$ cat src/rtl/lc_pkg.sv
package lc_pkg;

    typedef enum logic {
        CODE_MANCHESTER = 1'b0,
        CODE_BIPHASE    = 1'b1
    } line_code_e;

    typedef enum logic {
        RATE_SLOW = 1'b0,
        RATE_FAST = 1'b1
    } bit_rate_e;

    parameter int unsigned DEF_SLOW_CYCLES = 64;
    parameter int unsigned DEF_FAST_CYCLES = 32;

    // Symbol captured at each bit boundary
    typedef struct packed {
        logic       bit_val;
        line_code_e code;
        logic       start_lvl;
    } symbol_t;

    function automatic int unsigned period_of(bit_rate_e r, int unsigned slow_c,
                                              int unsigned fast_c);
        return (r == RATE_FAST) ? fast_c : slow_c;
    endfunction

    // Level driven in a given half of the bit
    function automatic logic level_of(symbol_t s, logic in_first_half);
        logic lvl;
        if (s.code == CODE_MANCHESTER)
            lvl = in_first_half ? s.bit_val : ~s.bit_val;
        else if (in_first_half || s.bit_val)
            lvl = s.start_lvl;
        else
            lvl = ~s.start_lvl;
        return lvl;
    endfunction

endpackage

$ cat src/rtl/lc_bit_timer.sv
module lc_bit_timer
    import lc_pkg::*;
#(
    parameter int unsigned SLOW_CYCLES = DEF_SLOW_CYCLES,
    parameter int unsigned FAST_CYCLES = DEF_FAST_CYCLES
) (
    input  logic      clk,
    input  logic      rst,
    input  bit_rate_e rate_in,
    output logic      boundary,
    output logic      first_half,
    output logic      active
);
    localparam int unsigned CW = $clog2(SLOW_CYCLES);

    logic [CW-1:0] remain;
    bit_rate_e     cur_rate;
    logic [CW-1:0] load_val;
    logic [CW-1:0] half_val;
    logic [CW-1:0] last_cur;

    assign load_val = CW'(period_of(rate_in, SLOW_CYCLES, FAST_CYCLES) - 1);
    assign half_val = CW'(period_of(cur_rate, SLOW_CYCLES, FAST_CYCLES) / 2);
    assign last_cur = CW'(period_of(cur_rate, SLOW_CYCLES, FAST_CYCLES) - 1);

    assign boundary   = (remain == '0);
    assign first_half = active && (remain >= half_val);

    always_ff @(posedge clk) begin
        if (rst) begin
            remain   <= '0;
            cur_rate <= RATE_SLOW;
            active   <= 1'b0;
        end else if (boundary) begin
            remain   <= load_val;
            cur_rate <= rate_in;
            active   <= 1'b1;
        end else begin
            remain   <= remain - 1'b1;
        end
    end


    remain_range_chk: assert property (@(posedge clk) disable iff (rst)
        remain <= last_cur);


    strobe_single_chk: assert property (@(posedge clk) disable iff (rst)
        boundary |=> !boundary);

endmodule

$ cat src/rtl/lc_line_encoder.sv
module lc_line_encoder
    import lc_pkg::*;
(
    input  logic       clk,
    input  logic       rst,
    input  logic       boundary,
    input  logic       first_half,
    input  logic       active,
    input  logic       data_in,
    input  line_code_e code_in,
    output logic       mod_o
);
    symbol_t sym;

    always_comb begin
        if (!active) mod_o = 1'b1;
        else         mod_o = level_of(sym, first_half);
    end

    always_ff @(posedge clk) begin
        if (rst) begin
            sym.bit_val   <= 1'b0;
            sym.code      <= CODE_MANCHESTER;
            sym.start_lvl <= 1'b1;
        end else if (boundary) begin
            sym.bit_val   <= data_in;
            sym.code      <= code_in;
            sym.start_lvl <= ~mod_o;
        end
    end


    manch_mid_chk: assert property (@(posedge clk) disable iff (rst)
        ($fell(first_half) && active && sym.code == CODE_MANCHESTER)
        |-> (mod_o != $past(mod_o)));


    biph_start_chk: assert property (@(posedge clk) disable iff (rst)
        boundary |=> (sym.code != CODE_BIPHASE || mod_o != $past(mod_o)));


    biph_one_hold_chk: assert property (@(posedge clk) disable iff (rst)
        ($fell(first_half) && active && sym.code == CODE_BIPHASE && sym.bit_val)
        |-> $stable(mod_o));


    biph_zero_mid_chk: assert property (@(posedge clk) disable iff (rst)
        ($fell(first_half) && active && sym.code == CODE_BIPHASE && !sym.bit_val)
        |-> (mod_o != $past(mod_o)));


    idle_off_chk: assert property (@(posedge clk) disable iff (rst)
        !active |-> mod_o);

endmodule

$ cat src/rtl/carrier_line_encoder.sv
module carrier_line_encoder
    import lc_pkg::*;
#(
    parameter int unsigned SLOW_CYCLES = DEF_SLOW_CYCLES,
    parameter int unsigned FAST_CYCLES = DEF_FAST_CYCLES
) (
    input  logic clk,
    input  logic rst,
    input  logic code_sel,
    input  logic rate_sel,
    input  logic data_in,
    output logic mod_out,
    output logic bit_req
);
    logic boundary;
    logic first_half;
    logic active;

    lc_bit_timer #(
        .SLOW_CYCLES(SLOW_CYCLES),
        .FAST_CYCLES(FAST_CYCLES)
    ) u_timer (
        .clk       (clk),
        .rst       (rst),
        .rate_in   (bit_rate_e'(rate_sel)),
        .boundary  (boundary),
        .first_half(first_half),
        .active    (active)
    );

    lc_line_encoder u_enc (
        .clk       (clk),
        .rst       (rst),
        .boundary  (boundary),
        .first_half(first_half),
        .active    (active),
        .data_in   (data_in),
        .code_in   (line_code_e'(code_sel)),
        .mod_o     (mod_out)
    );

    assign bit_req = boundary;

endmodule

$ cat config.mk
export PLATFORM = sky130hd
export DESIGN_NAME = carrier_line_encoder
export DESIGN_NICKNAME = d
export VERILOG_FILES = /design/src/rtl/lc_pkg.sv /design/src/rtl/lc_bit_timer.sv /design/src/rtl/lc_line_encoder.sv /design/src/rtl/carrier_line_encoder.sv
export SDC_FILE = /design/constraint.sdc
export NUM_CORES = 1
export LEC_CHECK = 0
export ABC_CLOCK_PERIOD_IN_PS = 2700
export BUFFER_PORTS_ARGS = -buffer_cell sky130_fd_sc_hd__buf_2
export CORE_AREA = 2 2 39 41
export CTS_CLUSTER_DIAMETER = 120
export CTS_CLUSTER_SIZE = 30
export DETAILED_ROUTE_END_ITERATION = 7
export DIE_AREA = 0 0 41 43
export PLACE_DENSITY_LB_ADDON = 0.05
export REMOVE_ABC_BUFFERS = 1
export SYNTH_ARGS = -nofsm -noshare
export SYNTH_HDL_FRONTEND = slang
export SYNTH_SLANG_ARGS = --single-unit
$ cat constraint.sdc
create_clock -name clk -period 2.7 [get_ports clk]
set_input_delay 0.27 -clock clk [delete_from_list [all_inputs] [get_ports clk]]
set_output_delay 0.27 -clock clk [all_outputs]
set_load 0.05 [all_outputs]
==> run summary, run 1 <==
Cells resized by post-CTS repair: 0
Rows: 14
Diode count: 0
GR Overflow Total: 0
GRT Util Overall: 13.17%
CTS tree: yes
Compound-Gate Fraction of Synth Area: 18.97%
Leakage: 0.2418 nW
Share of cells above drive strength 1: 15.15%
Fmax: 0.4055 GHz
Fin Setup TNS: 0 ps
First-pass GRT wire length: 1524 µm
Largest family of logic cells by synthesized area: compound AO/OA/AOI/OAI gates
Worst-path cell chain: inv_1 -> ha_1 -> a21boi_0 -> a2bb2oi_1 -> ha_1 -> and3b_1 -> a31oi_1 -> buf_2
Worst path arrival time: 2200 ps
Worst Skew: 4.461 ps
Max VDD drop: 334.3 µV
Inserted Clock Buffers: 3
Placed Area: 553.0 µm²
Largest net degree at the start of global routing: 11
Synth Area in Adders: 9.852%
Die X-Extent: 41 µm
# IOs: 7
Power Total: 0.4480 mW
Initial antenna violation count: 0
CP Launch Point: u_timer.remain[4]
Post-synthesis sequential area ratio: 43.35%
IO buf count: 6
Startpoint types: flop
Mux cell area share after synthesis: 0%
Syn Inst Count: 58
Reg2Reg Depth: 8
Final setup violation count: 0
Slew Viols, Final: 0
Vias per std cell: 5.073
Clock sinks: 11
Yosys cell types: 23
Area of the die: 0.001763 mm²
Kind of critical path: reg -> out
Worst R2R End: u_enc.sym[0]
RSZ-0062 raised after global routing: false
Die height: 43 µm
Clk_lat worst skew: 260 ps
Core ar.: 0.001384 mm²
Number of global-route vias before repair: 363
WL final: 894 µm
Vias: 416
DRC viols: 0
CP endpoint: mod_out
Critical Path Fanout Max: 5
CTS Root Cell: clkbuf_4
Syn Area/Cell: 8.758 µm²
Tmin final: 2466 ps
Post-Synth Simple-Gate Area: 16.50%
Final net count: 76
Most common cell after layout, fill and taps aside: dfxtp_1
Starting DRC count in detailed routing: 9
Final hold vios: 0
Dpl hpwl: 673.1 µm
Synth Cell Area: 508.0 µm²
Fin worst setup slack: 233.9 ps
Synth Area in XOR/XNOR: 5.172%
# H-tree levels: 1
Final GP Congestion: 0.6609
Delay of the slowest critical-path stage: 400 ps
Slew headroom: 75.67%
R2R Setup Slk: 800 ps
Crit-path most repeated cell: ha_1
PwrDens: 773.3 mW/mm²
Post-CTS setup buffers: 0
R2r startpoint: u_timer.remain[4]
Longest Clk Path Bufs: 2
Ys Warns: 0
Fin area: 579.3 µm²
Final critical-path share of the clock period: 91.34%
Post-layout util: 41.86%
Hold buffer count at cts: 0
WL per Instance: 10.90 µm
Yosys reg bits: 11
Crit. End Element: primary output
Required time worst endpoint: 2430 ps
Number of max-cap violations: 0
Post-Place Worst Slack: 498.2 ps
Tightest Pin Transition: 361.7 ps
Worst-path clk slew: 70 ps
DRT Pass-1 Iters: 4
Antenna viol nets, final: 0
Area grow syn2layout: 14.04%
Worst min path class: in -> reg
Initial Util: 36.71%
Most frequent cells in the layout: 11 x dfxtp_1, 6 x nor2_1, 6 x buf_2
Slowest-stage cell, CP: dfxtp_1
Run status: complete, no violations
-- metal layers --
layer  wire length [µm]  up-vias  GRT usage (%)  share of wire (%)
li1                   -      219              -                  -
met1                440      191          17.10                 49
met2                420        4          17.81                 47
met3                 28        2          3.141                3.1
met4                  4        0          10.00               0.45
met5                  0        -              0                  0
-- synthesized netlist by cell type --
cell type	instances	area, µm²
nor4_1	1	6.260
nor3b_1	1	7.510
nand3_1	3	15.01
o21ai_0	5	25.02
inv_1	5	18.77
a21oi_1	5	25.02
o311ai_0	1	8.760
clkbuf_1	2	7.510
nor2_1	6	22.52
a31oi_1	1	6.260
a2bb2oi_1	1	8.760
or2_1	1	6.260
or3_1	1	6.260
ha_1	4	50.05
xnor2_1	3	26.28
clkbuf_2	1	5.000
a21boi_0	1	7.510
nand2_1	1	3.750
or4_1	1	7.510
o31ai_1	1	7.510
dfxtp_1	11	220.2
o21a_1	1	7.510
and3b_1	1	8.760
-- layout make-up --
class,count,area [µm²]
Tap cell,16,20.02
Multi-Input combinational cell,39,256.5
Inverter,5,18.77
Clock buffer,4,26.28
Fill cell,158,804.5
Sequential cell,11,220.2
Timing Repair Buffer,7,37.54
-- power breakdown --
part / total (mW) / internal [mW] / switching, mW
Sequential: 0.212 / 0.188 / 0.0238
Clock: 0.110 / 0.0571 / 0.0528
Combinational: 0.126 / 0.0526 / 0.0733
-- state kept, by name, summed over array words and instances (netlist names) --
register and count:
u_timer.active 1, u_timer.remain 6, u_enc.sym 3, u_timer.cur_rate 1
-- how the worst min path moves through the flow --
stage                           start                end  slack, ps  depth (start not counted)
finish                       code_sel       u_enc.sym[1]        250                          3
global route                 code_sel       u_enc.sym[1]        260                          3
CTS                          code_sel       u_enc.sym[1]        240                          3
detailed placement  u_timer.remain[0]  u_timer.remain[0]        460                          1
global placement    u_timer.remain[0]  u_timer.remain[0]        460                          1
floorplan                         rst  u_timer.remain[0]        340                          1
-- cells by family (layout without fill, tap and decap cells) --
logic type,after synthesis,in the layout
simple gates,16,16
fa+ha+maj,4,4
compound gates,16,16
xor+xnor,3,3
flops,11,11
buf+inv,8,16
-- stage by stage --
| step | hold WS [ps] | instances |
|---|---|---|
| 2_1_floorplan | 336.7 | 55 |
| 3_3_place_gp | 458.0 | 78 |
| 3_5_place_dp | 461.8 | 78 |
| 4_1_cts | 235.3 | 82 |
| 5_1_grt | 257.5 | 82 |
| 6_report | 251.7 | 82 |
-- critical path: cells and delay by family, from the launching register on --
kind	cells	cell delay, ps
flops	1	400
compound gates	3	510
fa+ha+maj	2	500
simple gates	1	170
buf+inv	2	350
Note: power is estimated with default switching activity, not from simulation.
==> run 2, diff against run 1 <==
- ABC_CLOCK_PERIOD_IN_PS: 2700 -> 3090
- clock period: 2.7 -> 3.09 ns (I/O delays scaled with it)
==> run 2 against run 1 <==
Compared with the run above:
- clock skew shrank 3.3 ps
- first-iteration DRC count fell by 89%
- cell area fell by 1.3%
- largest cell class unchanged
- critical endpoint unchanged
- non-clock buffer count is 1 lower
- die area stayed put
==> run summary, run 2 (synthesis results as in run 1) <==
Run status: complete, no violations
PwrDens: 679.0 mW/mm²
Longest Clk Path Bufs: 2
Die X-Extent: 41 µm
Hold buffer count at cts: 0
Final net count: 75
Clock sinks: 11
Clk_lat worst skew: 260 ps
Number of global-route vias before repair: 362
GRT Util Overall: 12.21%
Leakage: 0.2367 nW
Required time worst endpoint: 2780 ps
Critical Path Fanout Max: 4
Worst-path clk slew: 70 ps
Area of the die: 0.001763 mm²
IO buf count: 6
Starting DRC count in detailed routing: 1
Top reg by flops: u_timer.remain
Vias: 401
Startpoint types: flop
Worst min path class: in -> reg
Vias per std cell: 4.951
Worst path arrival time: 2480 ps
Tmin final: 2793 ps
Initial antenna violation count: 0
First-pass GRT wire length: 1407 µm
Initial Util: 36.71%
GR Overflow Total: 0
Core ar.: 0.001384 mm²
Final hold vios: 0
Power Total: 0.3882 mW
Slew Viols, Final: 0
Most common cell after layout, fill and taps aside: dfxtp_1
Worst Skew: 1.176 ps
Dpl hpwl: 638.6 µm
Share of cells above drive strength 1: 13.85%
RSZ-0062 raised after global routing: false
Antenna viol nets, final: 0
CTS Root Cell: clkbuf_4
Final critical-path share of the clock period: 90.38%
Placed Area: 545.5 µm²
Most frequent cells in the layout: 11 x dfxtp_1, 6 x nor2_1, 6 x buf_2
Cells resized by post-CTS repair: 0
Area grow syn2layout: 12.56%
Final setup violation count: 0
Kind of critical path: reg -> out
Crit. End Element: primary output
Fin Setup TNS: 0 ps
# H-tree levels: 1
Final GP Congestion: 0.6450
Number of max-cap violations: 0
Biggest regs: u_timer.remain x6, u_enc.sym x3
DRT Pass-1 Iters: 2
WL per Instance: 10.69 µm
Post-CTS setup buffers: 0
Max FFs per register: 6
Slew headroom: 55.25%
WL final: 866 µm
Fin area: 571.8 µm²
Inserted Clock Buffers: 3
CTS tree: yes
DRC viols: 0
Diode count: 0
Tightest Pin Transition: 665.2 ps
Die height: 43 µm
Largest net degree at the start of global routing: 11
Rows: 14
Max VDD drop: 206.7 µV
Fmax: 0.3581 GHz
# IOs: 7
-- run 2: changes by cell type in the layout (fill, tap and decap cells not counted) --
cell,change
buf_4,-1
-- run 2: final cells by class --
class,count,area (µm²)
fill,150,812.0
multi-input combinational,39,256.5
sequential,11,220.2
timing repair buffer,6,30.03
clock buffer,4,26.28
tap,16,20.02
inverter,5,18.77
-- run 2: worst paths after layout --
path	startpoint	endpoint	slack (ps)	cells after the start
min	data_in	u_enc.sym[2]	290	3
max reg2reg	u_timer.remain[3]	u_enc.sym[0]	910	7
min reg2reg	u_timer.remain[0]	u_timer.remain[0]	480	1
max	u_timer.remain[3]	mod_out	300	7
-- run 2: layer usage --
layer / up-vias / part of all wire (%) / wire length, µm / GRT usage, %
met5: - / 0 / 0 / 0
met4: 0 / 0.46 / 4 / 10.00
met3: 2 / 3.6 / 31 / 3.141
met2: 6 / 45 / 386 / 16.88
met1: 178 / 51 / 444 / 15.03
li1: 215 / - / - / -
-- run 2: worst max-delay path, stage by stage (launching register included) --
cell       delay (ps)
dfxtp_1           340
nor4_1            610
a21boi_0          190
a2bb2oi_1         180
ha_1              260
and3b_1           170
a31oi_1           170
buf_2             290
-- run 2: through the flow --
step	hold slack [ps]	utilization [%]	cells	setup slack [ps]
floorplan	375.7	-	55	411.3
global placement	454.9	39.42	77	611.0
detailed placement	466.3	39.42	77	621.1
CTS	280.2	41.32	81	273.9
global route	312.6	41.32	81	139.9
finish	287.9	41.32	81	297.3
-- run 2: where the power goes --
| group | leakage, nW | internal, mW | switching [mW] |
|---|---|---|---|
| Clock | 0.0150 | 0.0499 | 0.0478 |
| Sequential | 0.0909 | 0.165 | 0.0210 |
| Combinational | 0.131 | 0.0429 | 0.0622 |
| Total | 0.237 | 0.257 | 0.131 |
==> run 3, diff against run 2 <==
- ABC_AREA: unset -> 1
- GPL_TIMING_DRIVEN: unset -> 0
==> run 3 against run 2 <==
Compared with the run above:
- fmax up 24%
- flip-flop and latch count unchanged
- count of clock-buffer cells in the layout stayed put
- sequential share of layout area is 3.3 points lower
- register-to-register slack improved by 580 ps
- clock skew increased by 4.4 ps
- highest routed layer unchanged
==> run summary, run 3 <==
Run status: complete, no violations
Worst hold path endpoint: u_enc.sym[1]
Top reg by flops: u_timer.remain
Core ar.: 0.001384 mm²
Final GP Congestion: 0.6559
Leading cell type by number of instances after synthesis: nand2_1
GRT Util Overall: 14.04%
First-pass GRT wire length: 1635 µm
Worst-path clk slew: 70 ps
Worst min path class: in -> reg
Cells resized by post-CTS repair: 0
Yosys cell types: 16
# IOs: 7
Worst R2R End: u_enc.sym[0]
Antenna viol nets, final: 0
Hold path start: code_sel
Power Total: 0.3968 mW
Rows: 14
PwrDens: 634.2 mW/mm²
Dpl hpwl: 679.9 µm
Hold Path Depth: 3
Tmin final: 2246 ps
Post-CTS setup buffers: 0
Fin area: 625.6 µm²
WL final: 923 µm
Die X-Extent: 41 µm
Startpoint types: flop
Fmax: 0.4452 GHz
Vias: 471
Synth Cell Area: 553.0 µm²
CTS tree: yes
DRT Pass-1 Iters: 4
CTS Root Cell: clkbuf_4
Ys Warns: 0
Most frequent cells in the layout: 19 x nand2_1, 12 x inv_1, 11 x dfxtp_1
# H-tree levels: 1
Share of cells above drive strength 1: 17.65%
DRC viols: 0
Starting DRC count in detailed routing: 18
IO buf count: 6
Ranking of synthesized cells by area: dfxtp_1 40%, nand2_1 13%, ha_1 9.0%
Max FFs per register: 6
Yosys reg bits: 11
GR Overflow Total: 0
Number of synthesized flops with an enable pin: 0
Longest Clk Path Bufs: 2
Inserted Clock Buffers: 3
Final critical-path share of the clock period: 72.70%
Max VDD drop: 261.7 µV
Initial antenna violation count: 0
Final net count: 95
RSZ-0062 raised after global routing: false
Required time worst endpoint: 2780 ps
Final hold vios: 0
Initial Util: 39.96%
Post-synthesis sequential area ratio: 39.82%
Hold buffer count at cts: 0
Area grow syn2layout: 13.12%
Worst path arrival time: 1940 ps
Number of max-cap violations: 0
Placed Area: 599.3 µm²
Async SR Flop Fraction: 0%
Kind of critical path: reg -> out
Crit. End Element: primary output
R2R Setup Slk: 1490 ps
Most common cell after layout, fill and taps aside: nand2_1
Syn Inst Count: 76
Predominant post-synthesis flop cell: dfxtp_1
Synth area leader: dfxtp_1
Diode count: 0
Vias per std cell: 4.663
Tightest Pin Transition: 245.7 ps
Slew Viols, Final: 0
Fin Setup TNS: 0 ps
CP Launch Point: u_timer.remain[4]
R2r startpoint: u_timer.remain[4]
WL per Instance: 9.139 µm
Leakage: 0.3050 nW
Worst Skew: 5.606 ps
Number of global-route vias before repair: 405
Die height: 43 µm
Clk_lat worst skew: 270 ps
Clock sinks: 11
Critical Path Fanout Max: 3
Area of the die: 0.001763 mm²
Final setup violation count: 0
Reg2Reg Depth: 12
Biggest regs: u_timer.remain x6, u_enc.sym x3
Syn Area/Cell: 7.277 µm²
Largest net degree at the start of global routing: 11
Top cell type's share of synthesized area: 39.82%
Slew headroom: 83.73%
Synth cell count leaders: 19 x nand2_1, 12 x inv_1, 11 x dfxtp_1
[run 3: critical path, stage by stage, from the launching register on]
cell	delay [ps]
dfxtp_1	360
inv_1	90
ha_1	270
nand2_1	40
o21ai_1	130
nand2_1	60
ha_1	270
nor2_1	80
nor2_1	60
nand2_1	50
buf_2	250
[run 3: cells by family after synthesis]
logic type / share of synthesized area [%]
simple gates: 32.58
buf+inv: 9.500
flops: 39.82
compound gates: 9.048
fa+ha+maj: 9.050
[run 3: final cells by class]
cell class                      instances  area (µm²)
Sequential cell                        11       220.2
Fill cell                             155       758.2
Inverter                               13       48.80
Multi-Input combinational cell         51       280.3
Clock buffer                            4       26.28
Tap cell                               16       20.02
Timing Repair Buffer                    6       30.03
[run 3: worst max-delay path by stage]
stage	end	cells after the start
floorplan	mod_out	9
global placement	mod_out	10
detailed placement	mod_out	10
CTS	mod_out	12
global route	mod_out	12
finish	mod_out	10
[run 3: where the power goes]
group / internal (mW) / total [mW] / switching, mW
sequential: 0.162 / 0.179 / 0.0163
clock: 0.0500 / 0.0992 / 0.0492
combinational: 0.0429 / 0.119 / 0.0760
total: 0.255 / 0.397 / 0.141
[run 3: routing by layer]
layer  routed length (µm)  vias up  share of wire, %  global-route usage (%)
met4                   22        0               2.4                   10.00
met3                   38        4               4.1                   4.712
met5                    0        -                 0                       0
met2                  377        8                41                   17.50
li1                     -      255                 -                       -
met1                  484      204                52                   19.34
[run 3: through the flow]
step	cells	hold WS [ps]	worst slack [ps]	utilization (%)
6_report	101	254.9	843.6	45.21
5_1_grt	101	267.9	603.4	45.21
4_1_cts	101	250.6	818.3	45.21
3_5_place_dp	97	472.9	1124	43.31
3_3_place_gp	97	465.1	1140	43.31
2_1_floorplan	75	375.7	1187	-
